**src/rtl/cmp_pkg.sv**
```systemverilog
package cmp_pkg;
  localparam int DATA_W = 16;
  localparam int REG_AW = 4;
  localparam int CODE_W = 4;
  localparam int WIDE_W = 2 * DATA_W;
  localparam logic [CODE_W-1:0] ESC_CODE = 4'd11;

  localparam logic [7:0] OP_BYTE_IMM = 8'h50;
  localparam logic [7:0] OP_BYTE_REG = 8'h51;
  localparam logic [7:0] OP_WORD_IMM = 8'h52;
  localparam logic [7:0] OP_WORD_REG = 8'h53;
  localparam logic [7:0] OP_DBL_IMM  = 8'h56;
  localparam logic [7:0] OP_DBL_REG  = 8'h57;
  localparam logic [11:0] OP_DBL_I32 = 12'h009;

  // read mask bits: 0 first-low, 1 first-high, 2 second-low, 3 second-high
  localparam int NREAD = 4;

  typedef enum logic [1:0] {W_BYTE, W_WORD, W_DBL} widthE;

  typedef struct packed {
    logic             legal;
    widthE            width;
    logic             aImm;
    logic             imm32;
    logic [NREAD-1:0] readMask;
    logic [1:0]       words;
  } decodeT;

  typedef struct packed {
    logic       loadIn;
    logic       capEn;
    logic [1:0] capSel;
    logic       cmpEn;
    widthE      width;
    logic       aImm;
    logic       imm32;
  } strobeT;

  function automatic decodeT decodeInsn(input logic [DATA_W-1:0] w);
    decodeT d;
    logic [1:0] shortWords;
    shortWords = (w[7:4] == ESC_CODE) ? 2'd2 : 2'd1;
    d = '{legal: 1'b1, width: W_BYTE, aImm: 1'b0, imm32: 1'b0,
          readMask: 4'b0101, words: 2'd1};
    if (w[15:4] == OP_DBL_I32) begin
      d.width = W_DBL; d.aImm = 1'b1; d.imm32 = 1'b1;
      d.readMask = 4'b1100; d.words = 2'd3;
    end else begin
      case (w[15:8])
        OP_BYTE_IMM: begin d.aImm = 1'b1; d.readMask = 4'b0100; d.words = shortWords; end
        OP_BYTE_REG: ;
        OP_WORD_IMM: begin d.width = W_WORD; d.aImm = 1'b1; d.readMask = 4'b0100; d.words = shortWords; end
        OP_WORD_REG: d.width = W_WORD;
        OP_DBL_IMM:  begin d.width = W_DBL; d.aImm = 1'b1; d.readMask = 4'b1100; d.words = shortWords; end
        OP_DBL_REG:  begin d.width = W_DBL; d.readMask = 4'b1111; end
        default:     d.legal = 1'b0;
      endcase
    end
    return d;
  endfunction
endpackage

```
**src/rtl/cmp_ctrl.sv**
```systemverilog
module cmp_ctrl
  import cmp_pkg::*;
(
  input  logic                clk,
  input  logic                rstN,
  input  logic                start,
  input  logic [DATA_W-1:0]   insnWord,
  output strobeT              strobe,
  output logic                done,
  output logic                illegalOp,
  output logic [1:0]          wordsUsed
);
  typedef enum logic [1:0] {S_IDLE, S_READ, S_CMP} stateE;

  stateE            state;
  decodeT           held;
  decodeT           decNow;
  logic [NREAD-1:0] pend;
  logic [NREAD-1:0] pendNext;
  logic [1:0]       pickIdx;
  logic             accept;

  assign decNow = decodeInsn(insnWord);
  assign accept = start && (state == S_IDLE) && !done;

  always_comb begin
    pickIdx = 2'd0;
    for (int i = NREAD - 1; i >= 0; i--) begin
      if (pend[i]) pickIdx = 2'(i);
    end
    pendNext = pend & ~(NREAD'(1) << pickIdx);
  end

  always_comb begin
    strobe.loadIn = accept;
    strobe.capEn  = (state == S_READ);
    strobe.capSel = pickIdx;
    strobe.cmpEn  = (state == S_CMP);
    strobe.width  = held.width;
    strobe.aImm   = held.aImm;
    strobe.imm32  = held.imm32;
  end

  always_ff @(posedge clk) begin
    if (!rstN) begin
      state     <= S_IDLE;
      held      <= '0;
      pend      <= '0;
      done      <= 1'b0;
      illegalOp <= 1'b0;
      wordsUsed <= 2'd0;
    end else begin
      done      <= 1'b0;
      illegalOp <= 1'b0;
      case (state)
        S_IDLE: if (accept) begin
          if (decNow.legal) begin
            held  <= decNow;
            pend  <= decNow.readMask;
            state <= S_READ;
          end else begin
            done      <= 1'b1;
            illegalOp <= 1'b1;
            wordsUsed <= 2'd1;
          end
        end
        S_READ: begin
          pend <= pendNext;
          if (pendNext == '0) state <= S_CMP;
        end
        S_CMP: begin
          done      <= 1'b1;
          wordsUsed <= held.words;
          state     <= S_IDLE;
        end
        default: state <= S_IDLE;
      endcase
    end
  end

  // a new instruction is never taken while one is in flight
  p_no_restart_r12: assert property (@(posedge clk) disable iff (!rstN)
    (state != S_IDLE) |=> !$past(strobe.loadIn));

  // every read cycle fetches a register the decoded form asked for
  p_read_listed_r1: assert property (@(posedge clk) disable iff (!rstN)
    strobe.capEn |-> pend[pickIdx]);
endmodule

```
**src/rtl/cmp_datapath.sv**
```systemverilog
module cmp_datapath
  import cmp_pkg::*;
(
  input  logic                clk,
  input  logic                rstN,
  input  strobeT              strobe,
  input  logic [DATA_W-1:0]   insnWord,
  input  logic [DATA_W-1:0]   ext0In,
  input  logic [DATA_W-1:0]   ext1In,
  output logic [REG_AW-1:0]   regAddr,
  input  logic [DATA_W-1:0]   regData,
  output logic                flagZ,
  output logic                flagN,
  output logic                flagL
);
  logic [DATA_W-1:0] insnR, ext0R, ext1R;
  logic [DATA_W-1:0] opRegs [NREAD];
  logic [REG_AW-1:0] firstIdx, secondIdx, firstHi, secondHi;
  logic [CODE_W-1:0] immCode;
  logic [DATA_W-1:0] imm16;
  logic [7:0]        aByte;
  logic [DATA_W-1:0] aWord;
  logic [WIDE_W-1:0] opA, opB;

  assign firstIdx  = insnR[7:4];
  assign secondIdx = insnR[3:0];
  assign firstHi   = firstIdx + REG_AW'(1);
  assign secondHi  = secondIdx + REG_AW'(1);
  assign immCode   = insnR[7:4];

  always_comb begin
    case (strobe.capSel)
      2'd0:    regAddr = firstIdx;
      2'd1:    regAddr = firstHi;
      2'd2:    regAddr = secondIdx;
      default: regAddr = secondHi;
    endcase
  end

  always_comb begin
    imm16 = (immCode == ESC_CODE) ? ext0R
                                  : {{(DATA_W-CODE_W){immCode[CODE_W-1]}}, immCode};
    aByte = strobe.aImm ? imm16[7:0] : opRegs[0][7:0];
    aWord = strobe.aImm ? imm16 : opRegs[0];
    case (strobe.width)
      W_BYTE: begin
        opA = {{(WIDE_W-8){aByte[7]}}, aByte};
        opB = {{(WIDE_W-8){opRegs[2][7]}}, opRegs[2][7:0]};
      end
      W_WORD: begin
        opA = {{DATA_W{aWord[DATA_W-1]}}, aWord};
        opB = {{DATA_W{opRegs[2][DATA_W-1]}}, opRegs[2]};
      end
      default: begin
        if (strobe.imm32)     opA = {ext1R, ext0R};
        else if (strobe.aImm) opA = {{DATA_W{imm16[DATA_W-1]}}, imm16};
        else                  opA = {opRegs[1], opRegs[0]};
        opB = {opRegs[3], opRegs[2]};
      end
    endcase
  end

  always_ff @(posedge clk) begin
    if (!rstN) begin
      insnR <= '0;
      ext0R <= '0;
      ext1R <= '0;
    end else if (strobe.loadIn) begin
      insnR <= insnWord;
      ext0R <= ext0In;
      ext1R <= ext1In;
    end
  end

  for (genvar g = 0; g < NREAD; g++) begin : g_opreg
    always_ff @(posedge clk) begin
      if (!rstN)                                       opRegs[g] <= '0;
      else if (strobe.capEn && strobe.capSel == 2'(g)) opRegs[g] <= regData;
    end
  end

  always_ff @(posedge clk) begin
    if (!rstN) begin
      flagZ <= 1'b0;
      flagN <= 1'b0;
      flagL <= 1'b0;
    end else if (strobe.cmpEn) begin
      flagZ <= (opA == opB);
      flagN <= ($signed(opA) > $signed(opB));
      flagL <= (opA > opB);
    end
  end

  // equality excludes either greater-than result
  p_eq_exclusive_r2: assert property (@(posedge clk) disable iff (!rstN)
    flagZ |-> (!flagN && !flagL));

  // the high half of a second pair is read from the register after the low one
  p_pair_order_r8: assert property (@(posedge clk) disable iff (!rstN)
    (strobe.capEn && strobe.capSel == 2'd3) |-> (regAddr == secondIdx + REG_AW'(1)));
endmodule

```
**src/rtl/cmp_exec_unit.sv**
```systemverilog
module cmp_exec_unit
  import cmp_pkg::*;
(
  input  logic                clk,
  input  logic                rstN,
  input  logic                start,
  input  logic [DATA_W-1:0]   insnWord,
  input  logic [DATA_W-1:0]   extWord0,
  input  logic [DATA_W-1:0]   extWord1,
  output logic [REG_AW-1:0]   regAddr,
  input  logic [DATA_W-1:0]   regData,
  output logic                done,
  output logic                illegalOp,
  output logic                flagZ,
  output logic                flagN,
  output logic                flagL,
  output logic [1:0]          wordsUsed
);
  strobeT strobe;

  cmp_ctrl u_ctrl (
    .clk(clk), .rstN(rstN), .start(start), .insnWord(insnWord),
    .strobe(strobe), .done(done), .illegalOp(illegalOp), .wordsUsed(wordsUsed)
  );

  cmp_datapath u_dp (
    .clk(clk), .rstN(rstN), .strobe(strobe), .insnWord(insnWord),
    .ext0In(extWord0), .ext1In(extWord1), .regAddr(regAddr), .regData(regData),
    .flagZ(flagZ), .flagN(flagN), .flagL(flagL)
  );

  // done lasts one cycle
  p_done_pulse_r12: assert property (@(posedge clk) disable iff (!rstN)
    done |=> !done);

  // flags move only together with done
  p_flags_hold_r12: assert property (@(posedge clk) disable iff (!rstN)
    !done |-> $stable({flagZ, flagN, flagL}));

  // an unknown opcode keeps the previous flags
  p_illegal_keep_r11: assert property (@(posedge clk) disable iff (!rstN)
    illegalOp |-> (done && $stable({flagZ, flagN, flagL})));

  // a completed compare reports one to three code words
  p_words_range_r1: assert property (@(posedge clk) disable iff (!rstN)
    (done && !illegalOp) |-> (wordsUsed != 2'd0));
endmodule

```
**config.mk**
```make
export PLATFORM = sky130hd
export DESIGN_NAME = cmp_exec_unit
export DESIGN_NICKNAME = d
export VERILOG_FILES = /design/src/rtl/cmp_pkg.sv /design/src/rtl/cmp_ctrl.sv /design/src/rtl/cmp_datapath.sv /design/src/rtl/cmp_exec_unit.sv
export SDC_FILE = /design/constraint.sdc
export NUM_CORES = 1
export LEC_CHECK = 0
export CAP_MARGIN = 40
export CELL_PAD_IN_SITES_DETAIL_PLACEMENT = 0
export CELL_PAD_IN_SITES_GLOBAL_PLACEMENT = 1
export CORE_ASPECT_RATIO = 0.6
export CORE_MARGIN = 2
export CORE_UTILIZATION = 44
export DETAILED_ROUTE_END_ITERATION = 16
export PLACE_DENSITY = 0.86
export SYNTH_ARGS = -nofsm -noshare
export SYNTH_HDL_FRONTEND = slang
export SYNTH_HIERARCHICAL = 1
export SYNTH_SLANG_ARGS = --single-unit
```
**constraint.sdc**
```tcl
create_clock -name clk -period 4.8 [get_ports clk]
set_clock_uncertainty 0.1 [all_clocks]
set_input_delay 0.72 -clock clk [delete_from_list [all_inputs] [get_ports clk]]
set_output_delay 0.72 -clock clk [all_outputs]
set_load 0.03 [all_outputs]
```
==> impl_metrics.csv, run 1 <==
group,metric,value,unit
pwr,p_per_area,329,mW/mm2
clocking,cts_tree,"built",
synth,synth_area_leaders,"edfxtp_1, dfxtp_1, mux2i_1",
floorplan,start_util,45.8,%
pwr,power.total,2.72,mW
floorplan,dieArea,0.0164,mm2
global_route,grt_pass1_wl,27.8,mm
finish,nets,852,
global_route,antenna_found_initial,0,
floorplan,io_pins,78,
synth,syn_inst,683,
synth,synth.cells.most_frequent,"and2_1, edfxtp_1, mux2i_1, dfxtp_1, a21oi_1",
placement,place_inst,931,
floorplan,fp.dieH,99.9,um
floorplan,die_x,164,um
drt,routed_wl,17.8,mm
clocking,path_clk_slew,0.06,ns
clocking,htreeDepth,4,
drt,avgRoutedWirePerCell,18.4,um
synth,synth-edff-count,64,
clocking,clk_latency,0.41,ns
synth,synth_fa_ha_area_share,6.27,%
status,outcome,"finished, final reports clean",
synth,synth_area_per_cell,9.87,um2
placement,place_hpwl,13.3,mm
sta,finalSetupViolCount,0,
drt,vias_per_cell,5.57,
worst_setup_path,worst_ep_arrival_time,4.14,ns
worst_setup_path,cp.required,5.03,ns
sta,period_minus_slack,3.92,ns
clocking,cts_buffer_depth,2,
sta,rsz0062_at_grt,"no",
pwr,p_leak,3.26,nW
synth,synth-xor-area-share,0.390,%
global_route,grt_overflow,0,
sta,relSlewSlack,37.1,%
finish,final_core_util,56.2,%
synth,yosysTopAreaCellShare,28.5,%
worst_setup_path,critPathLaunchType,"register",
flow_run,cap_violations,0,
synth,yosysMostFrequentCell,"and2_1",
synth,synthMuxAreaShare,9.85,%
sta,drv_slew,0,
synth,synth-compound-area-share,13.4,%
sta,tightest_slew,0.940,ns
synth,synth_area,0.00674,mm2
pwr,ir_drop,0.000212,V
synth,synth_nets,783,
global_route,grt_pass1_vias,4972,
placement,port_buffers,77,
synth,synth-async-reset-ratio,0,%
clocking,clock_sinks,123,
synth,synth_top_flop_cell,"edfxtp_1",
synth,synth_top_family_by_area,"simple AND/OR/NAND/NOR gates",
clocking,cts_buffers,17,
global_route,track_usage,22.4,%
clocking,cts_root_buffer,"clkbuf_16",
global_route,grt_max_degree,45,
finish,fin_cells,963,
clocking,hold_buffers,0,
sta,fin_ws,0.882,ns
synth,yosysWarnings,6,
finish,antennaDiodeCount,0,
finish,final_layout_size_suffix_gt1_share,7.97,%
synth,yosys.area_share.simple,19.6,%
floorplan,coreArea,0.0147,mm2
clocking,cts_setup_buffers,0,
drt,drtAntennaViolNets,0,
floorplan,num_rows,34,
placement,place_ws,1.02,ns
worst_setup_path,r2r_slack,0.88,ns
synth,synth_seq_cells,123,
worst_setup_path,cp_max_fo,10,
synth,synthDistinctLibCells,60,
worst_setup_path,critical_path_class,"register to register",
sta,hold_viol,0,
drt,first_pass_iters,5,
drt,drt_iter0_markers,491,
sta,finalCritPeriodShare,81.6,%
sta,timing.fmax,0.255,GHz
hold_path,hp-class,"register to register",
synth,yosysSeqAreaShare,46.0,%
placement,place_congestion,0.919,
drt,via_count,5360,
synth,synth_top_area_cell,"edfxtp_1",
sta,setup_tns,0,ns
finish,syn_to_final_growth,22.7,%
finish,fillCellCount,1278,
clocking,cts_resized,0,
drt,drc,0,
worst_setup_path,end_kind,"register",
-- area by class of cell --
cell class | count | area (um2) | share of cell area, %
Tap cell | 198 | 248 | 2.99
Clock buffer | 22 | 475 | 5.74
Inverter | 31 | 116 | 1.41
Sequential cell | 123 | 3100 | 37.5
Clock inverter | 10 | 114 | 1.38
Multi-Input combinational cell | 487 | 3340 | 40.4
Timing Repair Buffer | 92 | 878 | 10.6
-- worst paths after layout --
| kind | from | end | cells after the start |
|---|---|---|---|
| max reg2reg | u_dp/insnR[5] | u_dp/flagL | 13 |
| min | u_ctrl/held[1] | u_ctrl/wordsUsed[1] | 2 |
| min reg2reg | u_ctrl/held[1] | u_ctrl/wordsUsed[1] | 2 |
| max | u_dp/insnR[5] | u_dp/flagL | 13 |
-- metal layers --
layer | track usage, % | routed length, um | vias up | part of all wire, %
li1 | - | - | 2569 | -
met1 | 36.1 | 9240 | 2584 | 52
met2 | 30.5 | 7040 | 200 | 40
met3 | 4.50 | 1380 | 7 | 7.8
met4 | 4.39 | 89 | 0 | 0.50
met5 | 0 | 0 | - | 0
-- critical path: stages (launching register included) --
cell and delay (ns):
dfxtp_1 0.43, nand3b_1 0.33, o211ai_2 0.46, buf_4 0.23
o21ai_0 0.16, mux2i_1 0.17, a21oi_1 0.09, ha_1 0.31
nand4_1 0.13, nor3_1 0.45, nand3_1 0.18, a21oi_1 0.45
o31ai_1 0.15, a21boi_0 0.19
-- report_power, final --
| part | switching (mW) | internal, mW |
|---|---|---|
| sequential | 0.0291 | 1.15 |
| clock | 0.464 | 0.809 |
| combinational | 0.139 | 0.132 |
| total | 0.633 | 2.09 |
-- cell families (layout without fill, tap and decap cells) --
family / after synthesis / in the layout
muxes: 66 / 66
buffers and inverters: 73 / 155
AOI/OAI and AO/OA: 153 / 153
xor gates and xnor gates: 3 / 3
DFF: 123 / 123
and+or+nand+nor: 231 / 231
adders and majority gates: 34 / 34
-- registers in the layout, indices dropped and copies added, names as in the netlist --
signal / cells
u_dp/opRegs: 64
u_dp/ext0R: 16
u_dp/ext1R: 16
u_dp/insnR: 8
u_ctrl/pend: 4
u_ctrl/strobe: 4
u_ctrl/held: 2
u_ctrl/state: 2
u_ctrl/wordsUsed: 2
u_ctrl/done: 1
u_ctrl/illegalOp: 1
u_dp/flagL: 1
u_dp/flagN: 1
u_dp/flagZ: 1
-- per-stage QoR --
stage | hold slack (ns) | cell area (um2)
final | 0.371 | 8280
after global routing | 0.418 | 8280
after CTS | 0.374 | 8280
after detailed placement | 0.366 | 7690
after global placement | 0.349 | 7680
after floorplan | 0.345 | 6740
-- cell usage in the layout, fill, tap and decap left out, drive strengths merged, types with 2 or more instances in the layout --
| master | count |
|---|---|
| inv | 32 |
| or3 | 3 |
| clkdlybuf4s50 | 76 |
| and3 | 4 |
| clkbuf | 22 |
| nor2 | 36 |
| o221a | 2 |
| nand2 | 27 |
| edfxtp | 64 |
| nor3 | 11 |
| nand3 | 12 |
| mux2i | 63 |
| buf | 16 |
| nor2b | 46 |
| o31ai | 3 |
| nand2b | 5 |
| o211ai | 4 |
| nand3b | 2 |
| o21ai | 53 |
| a21o | 5 |
| a211oi | 2 |
| bufinv | 2 |
| ha | 33 |
| nor4 | 3 |
| or4b | 2 |
| clkinv | 6 |
| mux2 | 3 |
| and2 | 65 |
| a21oi | 56 |
| xor2 | 2 |
| or2b | 2 |
| o211a | 3 |
| dfxtp | 59 |
| nand4 | 6 |
| o31a | 2 |
| o22ai | 8 |
| o21a | 6 |
No activity file was read; power rests on OpenSTA's default activity.
==> run 2, diff against run 1 <==
==> constraint.sdc (replaced) <==
create_clock -name clk -period 3.9 [get_ports clk]
set_clock_uncertainty 0.1 [all_clocks]
set_input_delay 0.585 -clock clk [delete_from_list [all_inputs] [get_ports clk]]
set_output_delay 0.585 -clock clk [all_outputs]
set_load 0.03 [all_outputs]
==> run 2 against run 1 <==
Worst hold slack lost 0.0081 ns. Global-route usage is essentially flat. Combinational power rose by 25%. Critical path depth shrank 5. Die area stayed put. Via count is 0.41% higher. Clock-buffer cell count is 2 lower. Power rose by 27%. Setup slack worse by 0.73 ns. Sequential share of layout area shrank 0.43 points. Utilization grew 0.65 points. Critical path type is now register to output pin.
==> impl_metrics.csv, run 2 (synthesized netlist as in run 1, its figures left out) <==
group,metric,value,unit
drt,avgRoutedWirePerCell,18.5,um
floorplan,num_rows,34,
global_route,antenna_found_initial,0,
flow_run,cap_violations,0,
floorplan,die_x,164,um
sta,timing.fmax,0.267,GHz
clocking,hold_buffers,0,
sta,relSlewSlack,42.9,%
clocking,cts_tree,"built",
drt,first_pass_iters,5,
global_route,grt_pass1_wl,27.6,mm
clocking,cts_root_buffer,"clkbuf_16",
floorplan,dieArea,0.0164,mm2
placement,dpl_cell_area,0.00773,mm2
finish,top_register,"u_dp/opRegs",
finish,final_common_cell,"clkdlybuf4s50_1",
hold_path,hp-start,"u_ctrl/wordsUsed[1]",
clocking,clk_latency,0.41,ns
worst_setup_path,cp_slowest_cell,"clkdlybuf4s50_1",
sta,finalCritPeriodShare,96.0,%
sta,whs,0.363,ns
drt,drc,0,
sta,drv_slew,0,
finish,syn_to_final_growth,24.2,%
finish,reg.largest.list,"u_dp/opRegs: 64 flops, u_dp/ext0R: 16 flops, u_dp/ext1R: 16 flops",
clocking,htreeDepth,4,
sta,hold_viol,0,
worst_setup_path,end_kind,"output pin",
worst_setup_path,cp.required,3.21,ns
worst_setup_path,cpPeakStageDelay,0.68,ns
worst_setup_path,critPathBufInv,1,
drt,vias_per_cell,5.56,
hold_path,whs_path_depth,2,
floorplan,io_pins,78,
worst_setup_path,crit_chain,"nor2_1, o21a_1, nor2b_1, mux2_2, ha_1, nand2_1, xor2_1, clkdlybuf4s50_1",
placement,place_hpwl,13.2,mm
floorplan,start_util,45.8,%
worst_setup_path,r2r_cells,14,
floorplan,coreArea,0.0147,mm2
finish,fin_cells,968,
sta,setup_tns,0,ns
drt,via_count,5382,
placement,place_ws,0.261,ns
drt,drtAntennaViolNets,0,
placement,place_inst,935,
global_route,grt_overflow,0,
finish,final_core_util,56.9,%
clocking,cts_buffers,17,
finish,nets,857,
global_route,grt_pass1_vias,5214,
clocking,cts_buffer_depth,2,
sta,finalSetupViolCount,0,
hold_path,hp-class,"register to register",
finish,antennaDiodeCount,0,
worst_setup_path,cp_max_fo,10,
drt,drt_iter0_markers,411,
worst_setup_path,critical_path_class,"register to output pin",
pwr,p_per_area,411,mW/mm2
worst_setup_path,critical_path.top_delay_family,"buffers and inverters",
floorplan,fp.dieH,99.9,um
status,outcome,"finished, final reports clean",
sta,tightest_slew,0.857,ns
clocking,clock_sinks,123,
pwr,power.total,3.44,mW
clocking,cts_setup_buffers,0,
worst_setup_path,r2r_slack,0.29,ns
pwr,p_leak,3.30,nW
hold_path,min_to,"u_ctrl/wordsUsed[1]",
drt,routed_wl,17.9,mm
worst_setup_path,r2r-end,"u_dp/flagN",
placement,place_congestion,0.887,
global_route,track_usage,22.4,%
worst_setup_path,worst_ep_arrival_time,3.06,ns
finish,final_layout_size_suffix_gt1_share,9.22,%
clocking,path_clk_slew,0.06,ns
worst_setup_path,critPathLaunchType,"register",
sta,rsz0062_at_grt,"no",
finish,largest_reg_flops,64,
sta,fin_ws,0.156,ns
sta,period_minus_slack,3.74,ns
finish,final_area,0.00837,mm2
global_route,grt_max_degree,46,
finish,final_cell_mix,"clkdlybuf4s50_1, and2_1, edfxtp_1, mux2i_1, dfxtp_1",
placement,port_buffers,77,
pwr,ir_drop,0.000265,V
worst_setup_path,r2r-start,"u_dp/insnR[5]",
run 2: cell types whose count changed in the layout (fill, tap and decap cells not counted), moves of 2 or more:
cell,delta
clkbuf_1,-2
inv_4,+2
buf_4,+4
clkinv_2,-3
inv_6,+2
run 2: worst max path at each step:
| stage | start | slack [ns] | cells after the start | end |
|---|---|---|---|---|
| 6_report | u_ctrl/pend[0] | 0.16 | 8 | regAddr[2] |
| 5_1_grt | u_dp/insnR[5] | 0.02 | 14 | u_dp/flagL |
| 4_1_cts | u_ctrl/pend[0] | 0.16 | 8 | regAddr[2] |
| 3_5_place_dp | u_dp/insnR[5] | 0.26 | 12 | u_dp/flagN |
| 3_3_place_gp | u_dp/insnR[5] | 0.42 | 12 | u_dp/flagN |
| 2_1_floorplan | u_dp/insnR[5] | 0.43 | 15 | u_dp/flagN |
run 2: final cells by class:
class | count | area [um2]
inverter | 31 | 116
clock inverter | 12 | 158
multi-input combinational | 487 | 3350
clock buffer | 20 | 468
fill | 1267 | 6350
tap | 198 | 248
sequential | 123 | 3100
timing repair buffer | 97 | 928
run 2: worst register-to-register path: cells and delay by family, from the launching register on:
family                     cells  cell delay (ns)
and+or+nand+nor                5             1.06
adders and majority gates      1             0.33
DFF                            1             0.45
AOI/OAI and AO/OA              6             1.20
buffers and inverters          1             0.20
muxes                          1             0.22
run 2: metal layers:
layer  wire length (um)  global-route usage (%)  up-vias
met5                  0                       0        -
met4                128                    5.47        0
met3               1550                    6.49       14
met2               7430                    32.6      225
met1               8800                    32.6     2567
li1                   -                       -     2576
run 2: what timing repair did:
item	CTS	global route
endpoints found under the hold margin	0	0
resized for setup	0	2
endpoints found under the setup margin	0	2
run 2: report_power, final:
group	internal (mW)	switching, mW
Combinational	0.165	0.173
Clock	1.07	0.594
Sequential	1.41	0.0341
Total	2.64	0.801
==> run 3, diff against run 2 <==
--- a/config.mk
+++ b/config.mk
@@ -12,6 +12,7 @@
 export CORE_MARGIN = 2
 export CORE_UTILIZATION = 44
 export DETAILED_ROUTE_END_ITERATION = 16
+export GPL_TIMING_DRIVEN = 0
 export PLACE_DENSITY = 0.86
 export SYNTH_ARGS = -nofsm -noshare
 export SYNTH_HDL_FRONTEND = slang
==> run 3 against run 2 <==
Worst hold slack improved by 0.0055 ns. Clock power decreased by 11%. Via count increased by 3.3%. Final cell count increased by 2.9%. Setup slack got worse by 0.056 ns. Non-clock buffer count increased by 28. Combinational power increased by 5%. Sequential cell count unchanged. Final area increased by 0.48%. Sequential power about the same. Die area unchanged. Largest cell class unchanged. Highest routed layer unchanged.
==> impl_metrics.csv, run 3 (synthesized netlist as in run 1, its figures left out) <==
group,metric,value,unit
finish,reg.largest.list,"u_dp/opRegs: 64 flops, u_dp/ext0R: 16 flops, u_dp/ext1R: 16 flops",
floorplan,dieArea,0.0164,mm2
sta,finalSetupViolCount,0,
finish,final_cell_mix,"clkdlybuf4s50_1, and2_1, edfxtp_1, mux2i_1, dfxtp_1",
worst_setup_path,cp.required,4.14,ns
finish,final_layout_size_suffix_gt1_share,8.52,%
clocking,htreeDepth,4,
clocking,clock_sinks,123,
pwr,ir_drop,0.000272,V
pwr,p_per_area,388,mW/mm2
clocking,hold_buffers,0,
worst_setup_path,cp_slowest_cell,"or4_1",
drt,avgRoutedWirePerCell,18.7,um
placement,port_buffers,77,
drt,drt_iter0_markers,563,
finish,fin_cells,996,
finish,antennaDiodeCount,0,
flow_run,cap_violations,0,
sta,timing.fmax,0.263,GHz
sta,hold_viol,0,
finish,nets,885,
hold_path,whs_path_depth,2,
pwr,power.total,3.27,mW
floorplan,coreArea,0.0147,mm2
drt,drc,0,
finish,syn_to_final_growth,24.7,%
worst_setup_path,critPathLaunchType,"register",
global_route,antenna_found_initial,0,
global_route,track_usage,23.6,%
floorplan,io_pins,78,
sta,period_minus_slack,3.80,ns
clocking,cts_root_buffer,"clkbuf_16",
placement,dpl_cell_area,0.00778,mm2
global_route,grt_pass1_wl,28.8,mm
drt,routed_wl,18.6,mm
worst_setup_path,crit_chain,"buf_2, nand3b_1, buf_4, o211ai_4, nand3_2, a21oi_4, buf_6, nor2_1, ha_1, nand4_1, nor3_2, a221o_1, o31a_1, or4_1, o211ai_1",
sta,setup_tns,0,ns
clocking,cts_tree,"built",
worst_setup_path,r2r_cells,15,
worst_setup_path,critical_path_class,"register to register",
placement,place_congestion,0.879,
worst_setup_path,end_kind,"register",
worst_setup_path,crit_cells,15,
worst_setup_path,cpPeakStageDelay,0.54,ns
sta,finalCritPeriodShare,97.4,%
drt,first_pass_iters,8,
sta,drv_slew,0,
sta,whs,0.368,ns
finish,final_area,0.00841,mm2
finish,largest_reg_flops,64,
worst_setup_path,critical_path.top_delay_family,"compound AO/OA/AOI/OAI gates",
drt,via_count,5562,
worst_setup_path,cp_max_fo,10,
global_route,grt_pass1_vias,5240,
placement,place_inst,960,
status,outcome,"finished, final reports clean",
finish,final_common_cell,"clkdlybuf4s50_1",
hold_path,hp-class,"register to register",
floorplan,start_util,45.8,%
drt,drtAntennaViolNets,0,
worst_setup_path,critPathBufInv,3,
sta,relSlewSlack,37.4,%
clocking,clk_latency,0.41,ns
global_route,grt_overflow,0,
sta,tightest_slew,0.932,ns
floorplan,fp.dieH,99.9,um
drt,vias_per_cell,5.58,
clocking,cts_buffer_depth,2,
clocking,cts_buffers,17,
worst_setup_path,worst_ep_arrival_time,4.04,ns
floorplan,die_x,164,um
clocking,path_clk_slew,0.06,ns
sta,rsz0062_at_grt,"yes",
pwr,p_leak,3.28,nW
floorplan,num_rows,34,
placement,place_hpwl,14.4,mm
finish,top_register,"u_dp/opRegs",
global_route,grt_max_degree,17,
==> run 3: cell count changes in the layout (fill, tap and decap cells not counted), sizes merged <==
| cell | change |
|---|---|
| bufinv | -2 |
| inv | -3 |
| clkinvlp | +3 |
| buf | -2 |
| clkbuf | +26 |
| clkinv | +5 |
| clkdlybuf4s50 | +1 |
==> run 3: stage by stage <==
stage                     util (%)  worst slack, ns
final                         57.2            0.100
after global placement        52.7           -0.310
after floorplan                  -            0.426
after detailed placement      52.8           -0.338
after global routing          57.2          -0.0469
after CTS                     56.7         -0.00716
==> run 3: final timing paths <==
| check | startpoint | slack [ns] | end |
|---|---|---|---|
| min | u_ctrl/wordsUsed[1] | 0.37 | u_ctrl/wordsUsed[1] |
| max reg2reg | u_dp/insnR[5] | 0.10 | u_dp/flagN |
| max | u_dp/insnR[5] | 0.10 | u_dp/flagN |
| min reg2reg | u_ctrl/wordsUsed[1] | 0.37 | u_ctrl/wordsUsed[1] |
==> run 3: layout make-up <==
class	count	area [um2]
buffer	40	189
clock buffer	17	425
clock inverter	15	125
fill	1313	6310
inverter	31	116
multi-input combinational	487	3370
sequential	123	3100
tap	198	248
timing repair buffer	85	831
==> run 3: layer usage <==
| metal | vias to the layer above | part of all wire [%] | GRT usage (%) |
|---|---|---|---|
| li1 | 2643 | - | - |
| met1 | 2675 | 50 | 36.9 |
| met2 | 232 | 41 | 33.3 |
| met3 | 12 | 8.4 | 4.50 |
| met4 | 0 | 0.50 | 5.60 |
| met5 | - | 0 | 0 |
==> run 3: power breakdown <==
part / switching, mW / internal (mW)
registers: 0.0318 / 1.41
clock network: 0.601 / 0.871
logic: 0.184 / 0.170
total: 0.817 / 2.45
==> run 3: timing repair <==
item | in CTS | in global routing
endpoints found under the setup margin | 4 | 4
gates resized for setup | 2 | 16
pin swaps | 1 | 4
buffers inserted | 2 | 4
==> run 3: worst register-to-register path: cells and delay by family (launching register included) <==
kind	cells	cell delay, ns
AO/OA/AOI/OAI	5	1.27
AND/OR/NAND/NOR	6	1.20
buffers and inverters	3	0.53
adder cells (fa/ha/maj)	1	0.33
flip-flops	1	0.31
